<file path="src/rtl/fetch_pkg.sv">
package fetch_pkg;

    localparam int XLEN = 32;
    localparam int HALF = XLEN / 2;
    localparam int WIDE_BYTES = XLEN / 8;
    localparam int CMPT_BYTES = HALF / 8;

    typedef logic [XLEN-1:0] addr_t;
    typedef logic [XLEN-1:0] word_t;

    typedef enum logic {
        ST_WIDE    = 1'b0,
        ST_COMPACT = 1'b1
    } istate_e;

    typedef struct packed {
        logic  valid;
        logic  compact;
        addr_t pc;
        word_t instr;
    } slot_t;

    function automatic addr_t step_of(istate_e st);
        return (st == ST_COMPACT) ? addr_t'(CMPT_BYTES) : addr_t'(WIDE_BYTES);
    endfunction

    function automatic addr_t align_pc(addr_t a, istate_e st);
        addr_t r;
        r = a;
        r[0] = 1'b0;
        if (st == ST_WIDE) r[1] = 1'b0;
        return r;
    endfunction

    function automatic addr_t word_addr(addr_t a);
        addr_t r;
        r = a;
        r[1:0] = 2'b00;
        return r;
    endfunction

    function automatic word_t pick_instr(word_t w, logic hi_sel, istate_e st);
        word_t r;
        if (st == ST_COMPACT) begin
            r = '0;
            r[HALF-1:0] = hi_sel ? w[XLEN-1:HALF] : w[HALF-1:0];
        end else begin
            r = w;
        end
        return r;
    endfunction

endpackage

</file>
<file path="src/rtl/fetch_pc_unit.sv">
module fetch_pc_unit
    import fetch_pkg::*;
#(
    parameter addr_t RESET_PC = '0
) (
    input  logic    clk,
    input  logic    rst,
    input  logic    advance,
    input  logic    redir_valid,
    input  addr_t   redir_target,
    input  logic    redir_xchg,
    output addr_t   pc,
    output istate_e state
);

    istate_e next_state;

    always_comb begin
        next_state = state;
        if (redir_xchg) next_state = istate_e'(redir_target[0]);
    end

    always_ff @(posedge clk) begin
        if (rst) begin
            pc    <= RESET_PC;
            state <= ST_WIDE;
        end else if (redir_valid) begin
            state <= next_state;
            pc    <= align_pc(redir_target, next_state);
        end else if (advance) begin
            pc <= pc + step_of(state);
        end
    end

endmodule

</file>
<file path="src/rtl/fetch_align.sv">
module fetch_align
    import fetch_pkg::*;
(
    input  logic    rsp_valid,
    input  word_t   rsp_word,
    input  addr_t   pc,
    input  istate_e state,
    output slot_t   slot
);

    always_comb begin
        slot.valid   = rsp_valid;
        slot.compact = (state == ST_COMPACT);
        slot.pc      = pc;
        slot.instr   = pick_instr(rsp_word, pc[1], state);
    end

endmodule

</file>
<file path="src/rtl/fetch_slot_reg.sv">
module fetch_slot_reg
    import fetch_pkg::*;
(
    input  logic  clk,
    input  logic  rst,
    input  logic  flush,
    input  slot_t d,
    output slot_t q
);

    always_ff @(posedge clk) begin
        if (rst || flush) begin
            q <= '0;
        end else begin
            q <= d;
        end
    end

endmodule

</file>
<file path="src/rtl/instr_frontend.sv">
module instr_frontend
    import fetch_pkg::*;
#(
    parameter addr_t RESET_PC   = '0,
    parameter int    NUM_SLOTS  = 2
) (
    input  logic            clk,
    input  logic            rst,
    output logic            mem_req_valid,
    output logic [XLEN-1:0] mem_req_addr,
    input  logic            mem_rsp_valid,
    input  logic [XLEN-1:0] mem_rsp_data,
    input  logic            redir_valid,
    input  logic [XLEN-1:0] redir_target,
    input  logic            redir_xchg,
    output logic [XLEN-1:0] pc_out,
    output logic            compact_mode,
    output logic            ex_valid,
    output logic [XLEN-1:0] ex_instr,
    output logic [XLEN-1:0] ex_pc,
    output logic            ex_compact
);

    localparam int LAST = NUM_SLOTS;

    addr_t   pc;
    istate_e state;
    slot_t   chain [LAST+1];

    fetch_pc_unit #(.RESET_PC(RESET_PC)) u_pc (
        .clk          (clk),
        .rst          (rst),
        .advance      (mem_rsp_valid),
        .redir_valid  (redir_valid),
        .redir_target (redir_target),
        .redir_xchg   (redir_xchg),
        .pc           (pc),
        .state        (state)
    );

    fetch_align u_align (
        .rsp_valid (mem_rsp_valid),
        .rsp_word  (mem_rsp_data),
        .pc        (pc),
        .state     (state),
        .slot      (chain[0])
    );

    // decode slot and execute slot; a redirect empties both
    for (genvar k = 0; k < LAST; k++) begin : g_slot
        fetch_slot_reg u_slot (
            .clk   (clk),
            .rst   (rst),
            .flush (redir_valid),
            .d     (chain[k]),
            .q     (chain[k+1])
        );
    end

    assign mem_req_valid = !rst;
    assign mem_req_addr  = word_addr(pc);
    assign pc_out        = pc;
    assign compact_mode  = (state == ST_COMPACT);
    assign ex_valid      = chain[LAST].valid;
    assign ex_instr      = chain[LAST].instr;
    assign ex_pc         = chain[LAST].pc;
    assign ex_compact    = chain[LAST].compact;

endmodule

</file>
<file path="config.mk">
export PLATFORM = sky130hd
export DESIGN_NAME = instr_frontend
export DESIGN_NICKNAME = d
export VERILOG_FILES = /design/src/rtl/fetch_pkg.sv /design/src/rtl/fetch_pc_unit.sv /design/src/rtl/fetch_align.sv /design/src/rtl/fetch_slot_reg.sv /design/src/rtl/instr_frontend.sv
export SDC_FILE = /design/constraint.sdc
export NUM_CORES = 1
export LEC_CHECK = 0
export CAP_MARGIN = 20
export CORE_UTILIZATION = 47
export CTS_BUF_LIST = sky130_fd_sc_hd__clkbuf_16
export CTS_CLUSTER_SIZE = 24
export DETAILED_ROUTE_END_ITERATION = 10
export GPL_TIMING_DRIVEN = 0
export PLACE_DENSITY = 0.92
export SLEW_MARGIN = 0
export SYNTH_ARGS = -nofsm -noshare
export SYNTH_HDL_FRONTEND = slang
export SYNTH_SLANG_ARGS = --single-unit
</file>
<file path="constraint.sdc">
create_clock -name clk -period 2.95 [get_ports clk]
set_input_delay 0.59 -clock clk [delete_from_list [all_inputs] [get_ports clk]]
set_output_delay 0.59 -clock clk [all_outputs]
set_load 0.03 [all_outputs]
</file>
Word level (Yosys, flattened, before mapping)
Cells that the tools add are included.
{"block": "totals", "register_bits": 165, "inputBits": 69, "output_inout_bits": 132, "elab_cells": 25}
{"block": "op_classes", "n_addsub": 1, "muxes": 7, "n_reduce_logical": 5}
{"cell": "two-way mux 32 bit", "n": 2}
{"cell": "adder 32 bit", "n": 1}
{"cell": "two-way mux 16 bit", "n": 2}
{"cell": "OR reduction 2 bit", "n": 2}
{"cell": "two-way mux 3 bit", "n": 1}
{"cell": "two-way mux 1 bit", "n": 2}
{"cell": "nonzero test 2 bit", "n": 1}
{"cell": "logical NOT 1 bit", "n": 1}
{"cell": "logical OR 1 bit", "n": 1}

Logic depth before layout (Yosys ltp)
Gate-level depths: netlist of run 1.
{"block": "depth", "word_depth": 4, "ltp_mapped": 8, "ltp_nobuf": 7}

Cells and area by module
From an unflattened synthesis of run 1, not the netlist that was laid out.
{"block": "unflattened", "cells_unflattened": 651, "hier_area_um2": 7193.1}
{"module": "fetch_slot_reg", "n_inst": 2, "cells_each": 146, "area_per_inst_um2": 2143.3, "seq_area_each_um2": 1321.3}
{"module": "fetch_pc_unit", "n_inst": 1, "cells_each": 256, "area_per_inst_um2": 2052.0, "seq_area_each_um2": 640.6}
{"module": "fetch_align", "n_inst": 1, "cells_each": 69, "area_per_inst_um2": 606.8, "seq_area_each_um2": 0.0}
{"module": "instr_frontend", "n_inst": 1, "cells_each": 34, "area_per_inst_um2": 247.7, "seq_area_each_um2": 0.0}

Worst setup path before layout of run 1
No wires, ideal clock.
{"block": "synth_path", "kind": "reg2reg", "startpoint": "reg u_pc.state", "endpoint": "reg u_pc.pc[17]", "setup_ns": 0.091, "arrival_time_ns": 2.358, "required_time_ns": 2.859, "path_slack_ns": 0.502, "stages_incl_launch_ff": 8, "n_path_buf": 0, "synth_period_minus_slack_ns": 2.448, "cell_sequence": "dfxtp_1 ha_1 inv_1 fa_1 and3b_1 nand3_1 or4_1 a311oi_1"}
{"block": "synth_via", "elab_chain_cells": 4}
{"item": "start: declaration", "line": "fetch_pc_unit.sv:13", "rtl": "output istate_e state"}
{"item": "start signal: assignment", "line": "fetch_pc_unit.sv:28", "rtl": "state <= next_state;"}
{"item": "two-way mux 3 bit", "line": "fetch_pkg.sv:24", "rtl": "return (st == ST_COMPACT) ? addr_t'(CMPT_BYTES) : addr_t'(WIDE_BYTES);"}
{"item": "adder 32 bit", "line": "fetch_pc_unit.sv:31", "rtl": "pc <= pc + step_of(state);"}
{"item": "two-way mux 32 bit", "line": "fetch_pc_unit.sv:30", "rtl": "end else if (advance) begin"}
{"item": "two-way mux 32 bit", "line": "fetch_pc_unit.sv:27", "rtl": "end else if (redir_valid) begin"}
{"item": "end signal: assignment", "line": "fetch_pc_unit.sv:29", "rtl": "pc <= align_pc(redir_target, next_state);"}
{"item": "end signal: assignment", "line": "fetch_pc_unit.sv:31"}
{"item": "end: declaration", "line": "fetch_pc_unit.sv:12", "rtl": "output addr_t pc,"}
Every way passes these cells. The select of a mux whose other input is x is not followed.
A chain may end at the register's enable or synchronous reset.

Worst setup path after layout of run 1
Same ends and word-level chain as after synthesis.

==> flow_metrics.env, run 1 <==
export IMPL_fin_crit_sh=0.944
export IMPL_rsz0062_at_grt="false"
export IMPL_top_layer_used="met4"
export IMPL_io_pins=201
export IMPL_hold_buffers=0
export IMPL_post_cts_resized=0
export IMPL_antenna_found_initial=0
export IMPL_clk_path_buf_depth=2
export IMPL_antennaDiodeCount=0
export IMPL_arrival_ns=3.11
export IMPL_cts_buffers=17
export IMPL_synth_edff_count=0
export IMPL_drt_met1_wl_mm=6.89
export IMPL_die_area_sq_mm=0.0145
export IMPL_area_delta_synth_final_pct=42.5
export IMPL_power_density_mw_per_mm2=567
export IMPL_grt_overflow=0
export IMPL_met3_length_mm=1.31
export IMPL_multi_input_area_sq_mm=0.00216
export IMPL_dpl_hpwl_mm=12.6
export IMPL_layout_common_cells="clkdlybuf4s50_1 (195), dfxtp_1 (162), buf_4 (128)"
export IMPL_critPathMaxFanout=9
export IMPL_synth_top_flop_cell="dfxtp_1"
export IMPL_grt_pass1_vias=5331
export IMPL_std_cell_rows=42
export IMPL_grt_pass1_wl_mm=27.5
export IMPL_synth_cell_types=52
export IMPL_cts_htree_levels=4
export IMPL_hp_class="in -> reg"
export IMPL_wl_met2_mm=8.84
export IMPL_grt_max_degree=17
export IMPL_post_cts_buffers=0
export IMPL_clk_pin_slew_ns=0.06
export IMPL_relSlewSlack=0.580
export IMPL_drv_slew=0
export IMPL_crit_path_start_kind="register"
export IMPL_max_freq_mhz=359
export IMPL_cts_tree="built"
export IMPL_cp_required_ns=3.27
export IMPL_drive_gt1_frac=0.192
export IMPL_final_common_cell="clkdlybuf4s50_1"
export IMPL_drcViolationCount=0
export IMPL_tightest_slew_ns=0.630
export IMPL_synth_seq_cells=162
export IMPL_fin_crit_ns=2.78
export IMPL_regArea_sq_mm=0.00324
export IMPL_synth_async_reset_ratio=0
export IMPL_clock_sinks=162
export IMPL_place_gp_congestion=0.935
export IMPL_crit_type="reg -> reg"
export IMPL_synth_yosys_seq_area_share=0.492
export IMPL_tns_ns=0
export IMPL_drt_iter0_markers=492
export IMPL_status="finished, final reports clean"
export IMPL_end_kind="register"
export IMPL_maxCapViolations=0
export IMPL_port_buffers=195
export IMPL_synth_area_sq_mm=0.00659
export IMPL_die_width_um=120
export IMPL_totalWireLength_mm=17.9
export IMPL_yosys_warnings=0
export IMPL_cts_root_buf="clkbuf_16"
export IMPL_coreArea_sq_mm=0.0135
export IMPL_nFillCells=980
export IMPL_via_count=5530
export IMPL_hold_violations=0
export IMPL_ant_nets=0
export IMPL_fin_nets=972
export IMPL_p_leak_nw=3.96
export IMPL_routed_via_density=5.08
export IMPL_wl_per_cell_um=16.4
export IMPL_place_worst_setup_slack_ns=0.330
export IMPL_setup_ws_ns=0.165
export IMPL_avgSynthCellArea_sq_um=9.65
export IMPL_grt_use_total=0.251
export IMPL_synthCells=683
export IMPL_worstSkewPairLatency_ns=0.43
export IMPL_start_util=0.490
export IMPL_die_y_um=120
export IMPL_drtPass1Iterations=5
export IMPL_skew_ns=0.00811
export IMPL_ir_worst_vdd_uv=455
export IMPL_setup_viol=0
-- final timing paths --
check | from | to | slack, ns | depth (start not counted)
min reg2reg | g_slot[0].u_slot.q[53]$_SDFF_PP0_ | g_slot[1].u_slot.q[53]$_SDFF_PP0_ | 0.42 | 1
min | rst | u_pc.pc[14]$_SDFFE_PP0P_ | 0.38 | 2
max reg2reg | u_pc.state$_SDFFE_PP0P_ | u_pc.pc[17]$_SDFFE_PP0P_ | 0.17 | 7
max | u_pc.state$_SDFFE_PP0P_ | u_pc.pc[17]$_SDFFE_PP0P_ | 0.17 | 7
-- stage by stage --
stage / instances / power, mW / util / hold slack [ns] / cell area [sq um]
after detailed placement: 1057 / 3.06 / 0.652 / 0.410 / 8770
after global routing: 1089 / 5.47 / 0.698 / 0.383 / 9390
after floorplan: 686 / 2.75 / - / 0.406 / 6600
after global placement: 1057 / 3.04 / 0.652 / 0.408 / 8770
final: 1089 / 5.32 / 0.698 / 0.379 / 9390
after CTS: 1089 / 5.32 / 0.698 / 0.365 / 9390
-- power by group --
part           leakage (nW)  switching (mW)  internal (mW)
clock network         0.297           0.890           1.41
logic                  2.34           0.336          0.348
registers              1.32          0.0761           2.26
total                  3.96            1.30           4.02
-- sequential cells by signal (all words and copies together) (netlist names) --
signal,flops
g_slot.u_slot.q,130
u_pc.pc,31
u_pc.state,1
-- synth_stat cells, types with 2 or more instances --
cell | n | area share
xnor2_1 | 3 | 0.0040
a2111oi_0 | 3 | 0.0040
xor2_1 | 7 | 0.0093
a211oi_1 | 11 | 0.013
nand2_1 | 56 | 0.032
buf_6 | 2 | 0.0034
o31ai_1 | 9 | 0.010
nor2_1 | 30 | 0.017
inv_1 | 9 | 0.0051
clkbuf_1 | 23 | 0.013
nor2b_1 | 2 | 0.0019
and2_1 | 96 | 0.091
ha_1 | 2 | 0.0038
o31a_1 | 2 | 0.0027
and3_2 | 3 | 0.0034
nand2b_1 | 2 | 0.0019
dfxtp_1 | 162 | 0.49
clkbuf_8 | 6 | 0.013
nor4_1 | 6 | 0.0057
and3_1 | 20 | 0.019
nand4b_1 | 2 | 0.0027
buf_4 | 128 | 0.15
or4_1 | 10 | 0.011
nand3_1 | 10 | 0.0076
o311a_1 | 2 | 0.0030
or3_1 | 5 | 0.0047
a311oi_1 | 12 | 0.016
nand4_1 | 9 | 0.0085
a21oi_1 | 20 | 0.015
o21ai_0 | 4 | 0.0030
and4_1 | 3 | 0.0040
o211a_1 | 2 | 0.0030
o211ai_1 | 3 | 0.0034
-- area by class of cell --
| type | instances | share of cell area |
|---|---|---|
| tap | 176 | 0.0235 |
| timing repair buffer | 195 | 0.208 |
| sequential | 162 | 0.345 |
| clock inverter | 15 | 0.0204 |
| multi-input combinational | 353 | 0.230 |
| inverter | 10 | 0.00400 |
| clock buffer | 17 | 0.0453 |
| buffer | 161 | 0.124 |
-- worst max-delay path: stages, from the launching register on --
cell      delay (ns)
dfxtp_1         0.50
ha_1            0.23
inv_1           0.06
fa_1            0.46
and3b_1         0.32
nand3_1         0.27
or4_1           0.50
a311oi_1        0.33
-- routing by layer --
metal  global-route usage  vias up
li1                     -     2591
met1                0.290     2570
met2                0.421      296
met3               0.0656       73
met4                0.136        0
met5                    0        -
-- kinds of logic (layout without fill, tap and decap cells) --
group | after synthesis | count (layout) | synth area share
AND/OR/NAND/NOR | 264 | 264 | 0.227
other | 1 | 4 | 0.000569
multiplexers | 1 | 1 | 0.00152
flip-flops | 162 | 162 | 0.492
XOR/XNOR | 10 | 10 | 0.0133
adder cells (fa/ha/maj) | 3 | 3 | 0.00683
AO/OA/AOI/OAI | 71 | 71 | 0.0767
buffers and inverters | 171 | 398 | 0.182
No activity file was read; power rests on OpenSTA's default activity.
==> run 2: changes to the inputs <==
--- a/config.mk
+++ b/config.mk
@@ -14,2 +14,3 @@
 export PLACE_DENSITY = 0.92
+export SETUP_SLACK_MARGIN = 0.02
 export SLEW_MARGIN = 0
--- a/constraint.sdc
+++ b/constraint.sdc
@@ -3,2 +3,2 @@
 set_output_delay 0.59 -clock clk [all_outputs]
-set_load 0.03 [all_outputs]
+set_load 0.01 [all_outputs]
==> results of run 2 <==
The final DEF is identical to that of run 1. Status: finished, final reports clean.
Among the figures that moved: total power 5.32 mW -> 5.21 mW; worst IR drop on VDD 455 uV -> 454 uV
==> run 3: changes to the inputs <==
- REMOVE_ABC_BUFFERS: default -> 1
==> run 3 against run 2 <==
Net effect:
- first-iteration DRC count fell by 40%
- clock skew fell by 0.0027 ns
- wire length fell by 14%
- register-to-register slack improved by 0.07 ns
- critical path type unchanged
- clock power fell by 10%
- critical path depth did not move
- setup slack improved by 0.073 ns
- worst hold slack improved by 0.045 ns
- design area fell by 12%
- sequential power barely moved
- largest cell class unchanged
- flip-flop and latch count did not move
- non-clock buffer count fell by 154
==> flow_metrics.env, run 3 (synthesis gave the netlist of run 1 again) <==
export IMPL_status="finished, final reports clean"
export IMPL_clk_path_buf_depth=2
export IMPL_clock_sinks=162
export IMPL_cts_tree="built"
export IMPL_cp_required_ns=3.28
export IMPL_r2r_start="u_pc.state$_SDFFE_PP0P_"
export IMPL_slowest_stage="dfxtp_1"
export IMPL_rr_endpoint="u_pc.pc[17]$_SDFFE_PP0P_"
export IMPL_fin_crit_ns=2.71
export IMPL_std_cell_rows=42
export IMPL_setup_viol=0
export IMPL_worstSkewPairLatency_ns=0.42
export IMPL_hold_buffers=0
export IMPL_crit_buf_inv=1
export IMPL_place_gp_congestion=0.762
export IMPL_hold_slack_ns=0.424
export IMPL_start_util=0.490
export IMPL_slowest_delay_ns=0.53
export IMPL_coreArea_sq_mm=0.0135
export IMPL_top_regs="g_slot.u_slot.q x130, u_pc.pc x31, u_pc.state x1"
export IMPL_critPathMaxFanout=9
export IMPL_critical_path_top_delay_family="simple AND/OR/NAND/NOR gates"
export IMPL_arrival_ns=3.04
export IMPL_drive_gt1_frac=0.0685
export IMPL_grt_pass1_vias=4630
export IMPL_hp_start="g_slot[0].u_slot.q[60]$_SDFF_PP0_"
export IMPL_final_common_cell="clkdlybuf4s50_1"
export IMPL_hp_class="reg -> reg"
export IMPL_drcViolationCount=0
export IMPL_die_y_um=120
export IMPL_cts_buffers=17
export IMPL_io_pins=201
export IMPL_rsz0062_at_grt="false"
export IMPL_worstHoldPathCells=1
export IMPL_wl_per_cell_um=16.4
export IMPL_antenna_found_initial=0
export IMPL_crit_path_start_kind="register"
export IMPL_place_worst_setup_slack_ns=-0.697
export IMPL_tightest_slew_ns=0.913
export IMPL_placed_cells=901
export IMPL_antennaDiodeCount=0
export IMPL_skew_ns=0.00539
export IMPL_regMostFlops="g_slot.u_slot.q"
export IMPL_power_density_mw_per_mm2=587
export IMPL_ir_worst_vdd_uv=342
export IMPL_r2r_cells=7
export IMPL_fin_cells=935
export IMPL_die_area_sq_mm=0.0145
export IMPL_post_route_util=0.616
export IMPL_p_leak_nw=3.22
export IMPL_r2r_slack_ns=0.24
export IMPL_layout_common_cells="clkdlybuf4s50_1 (194), dfxtp_1 (162), and2_1 (96)"
export IMPL_total_power_mw=4.86
export IMPL_area_delta_synth_final_pct=25.8
export IMPL_tns_ns=0
export IMPL_ant_nets=0
export IMPL_dpl_hpwl_mm=10.6
export IMPL_grt_overflow=0
export IMPL_crit_type="reg -> reg"
export IMPL_dpl_cell_area_sq_mm=0.00771
export IMPL_port_buffers=196
export IMPL_max_freq_mhz=369
export IMPL_routed_via_density=5.04
export IMPL_cts_root_buf="clkbuf_16"
export IMPL_largest_reg_flops=130
export IMPL_relSlewSlack=0.390
export IMPL_hold_violations=0
export IMPL_setup_ws_ns=0.239
export IMPL_drtPass1Iterations=5
export IMPL_die_width_um=120
export IMPL_maxCapViolations=0
export IMPL_clk_pin_slew_ns=0.06
export IMPL_cp_cell_sequence="ha_1 -> inv_1 -> fa_1 -> and3b_1 -> nand3_1 -> or4_1 -> a311oi_1"
export IMPL_totalWireLength_mm=15.3
export IMPL_fin_crit_sh=0.919
export IMPL_cts_htree_levels=4
export IMPL_grt_max_degree=49
export IMPL_via_count=4713
export IMPL_drt_iter0_markers=297
export IMPL_grt_pass1_wl_mm=23.9
export IMPL_drv_slew=0
export IMPL_end_kind="register"
export IMPL_design_area_sq_mm=0.00829
export IMPL_grt_use_total=0.218
export IMPL_min_to="g_slot[1].u_slot.q[60]$_SDFF_PP0_"
export IMPL_fin_nets=818
run 3: cell count changes in the layout (fill, tap and decap cells not counted), moves of 2 or more:
cell,delta
buf_12,+2
buf_4,-126
buf_6,-2
bufinv_16,-3
clkbuf_1,-23
clkbuf_8,-6
clkinv_2,+4
inv_1,-4
inv_6,+3
run 3: area by class of cell:
type                            count  area [sq um]
Inverter                           10          41.3
Tap cell                          176           220
Multi-Input combinational cell    353          2170
Fill cell                        1097          5160
Clock inverter                     15           133
Clock buffer                       17           425
Timing Repair Buffer              202          2060
Sequential cell                   162          3240
run 3: what timing repair did:
item / CTS / global route
endpoints found under the setup margin: 22 / 27
buffers inserted: 0 / 2
gates resized for setup: 2 / 4
run 3: worst max path at each step:
stage	start	end	slack [ns]	cells past startpoint
2_1_floorplan	rst	u_pc.pc[31]$_SDFFE_PP0P_	-0.49	4
3_3_place_gp	rst	u_pc.pc[31]$_SDFFE_PP0P_	-3.67	5
3_5_place_dp	redir_valid	g_slot[0].u_slot.q[3]$_SDFF_PP0_	-0.70	5
4_1_cts	rst	mem_req_valid	0.05	4
5_1_grt	u_pc.state$_SDFFE_PP0P_	u_pc.pc[17]$_SDFFE_PP0P_	0.04	7
6_report	u_pc.state$_SDFFE_PP0P_	u_pc.pc[17]$_SDFFE_PP0P_	0.24	7
run 3: worst register-to-register path, stage by stage, from the launching register on:
cell and delay [ns]:
dfxtp_1 0.53, ha_1 0.25, inv_1 0.06, fa_1 0.42, and3b_1 0.29, nand3_1 0.31
or4_1 0.51, a311oi_1 0.24
run 3: power breakdown:
group	internal, mW	switching (mW)	total [mW]
Sequential	2.26	0.0704	2.33
Clock	1.17	0.906	2.07
Combinational	0.267	0.191	0.457
Total	3.69	1.17	4.86
run 3: per-layer routing:
metal | global-route usage | vias up | routed length, um
li1 | - | 2270 | -
met1 | 0.251 | 2198 | 6040
met2 | 0.371 | 210 | 7760
met3 | 0.0594 | 35 | 955
met4 | 0.106 | 0 | 573
met5 | 0 | - | 0
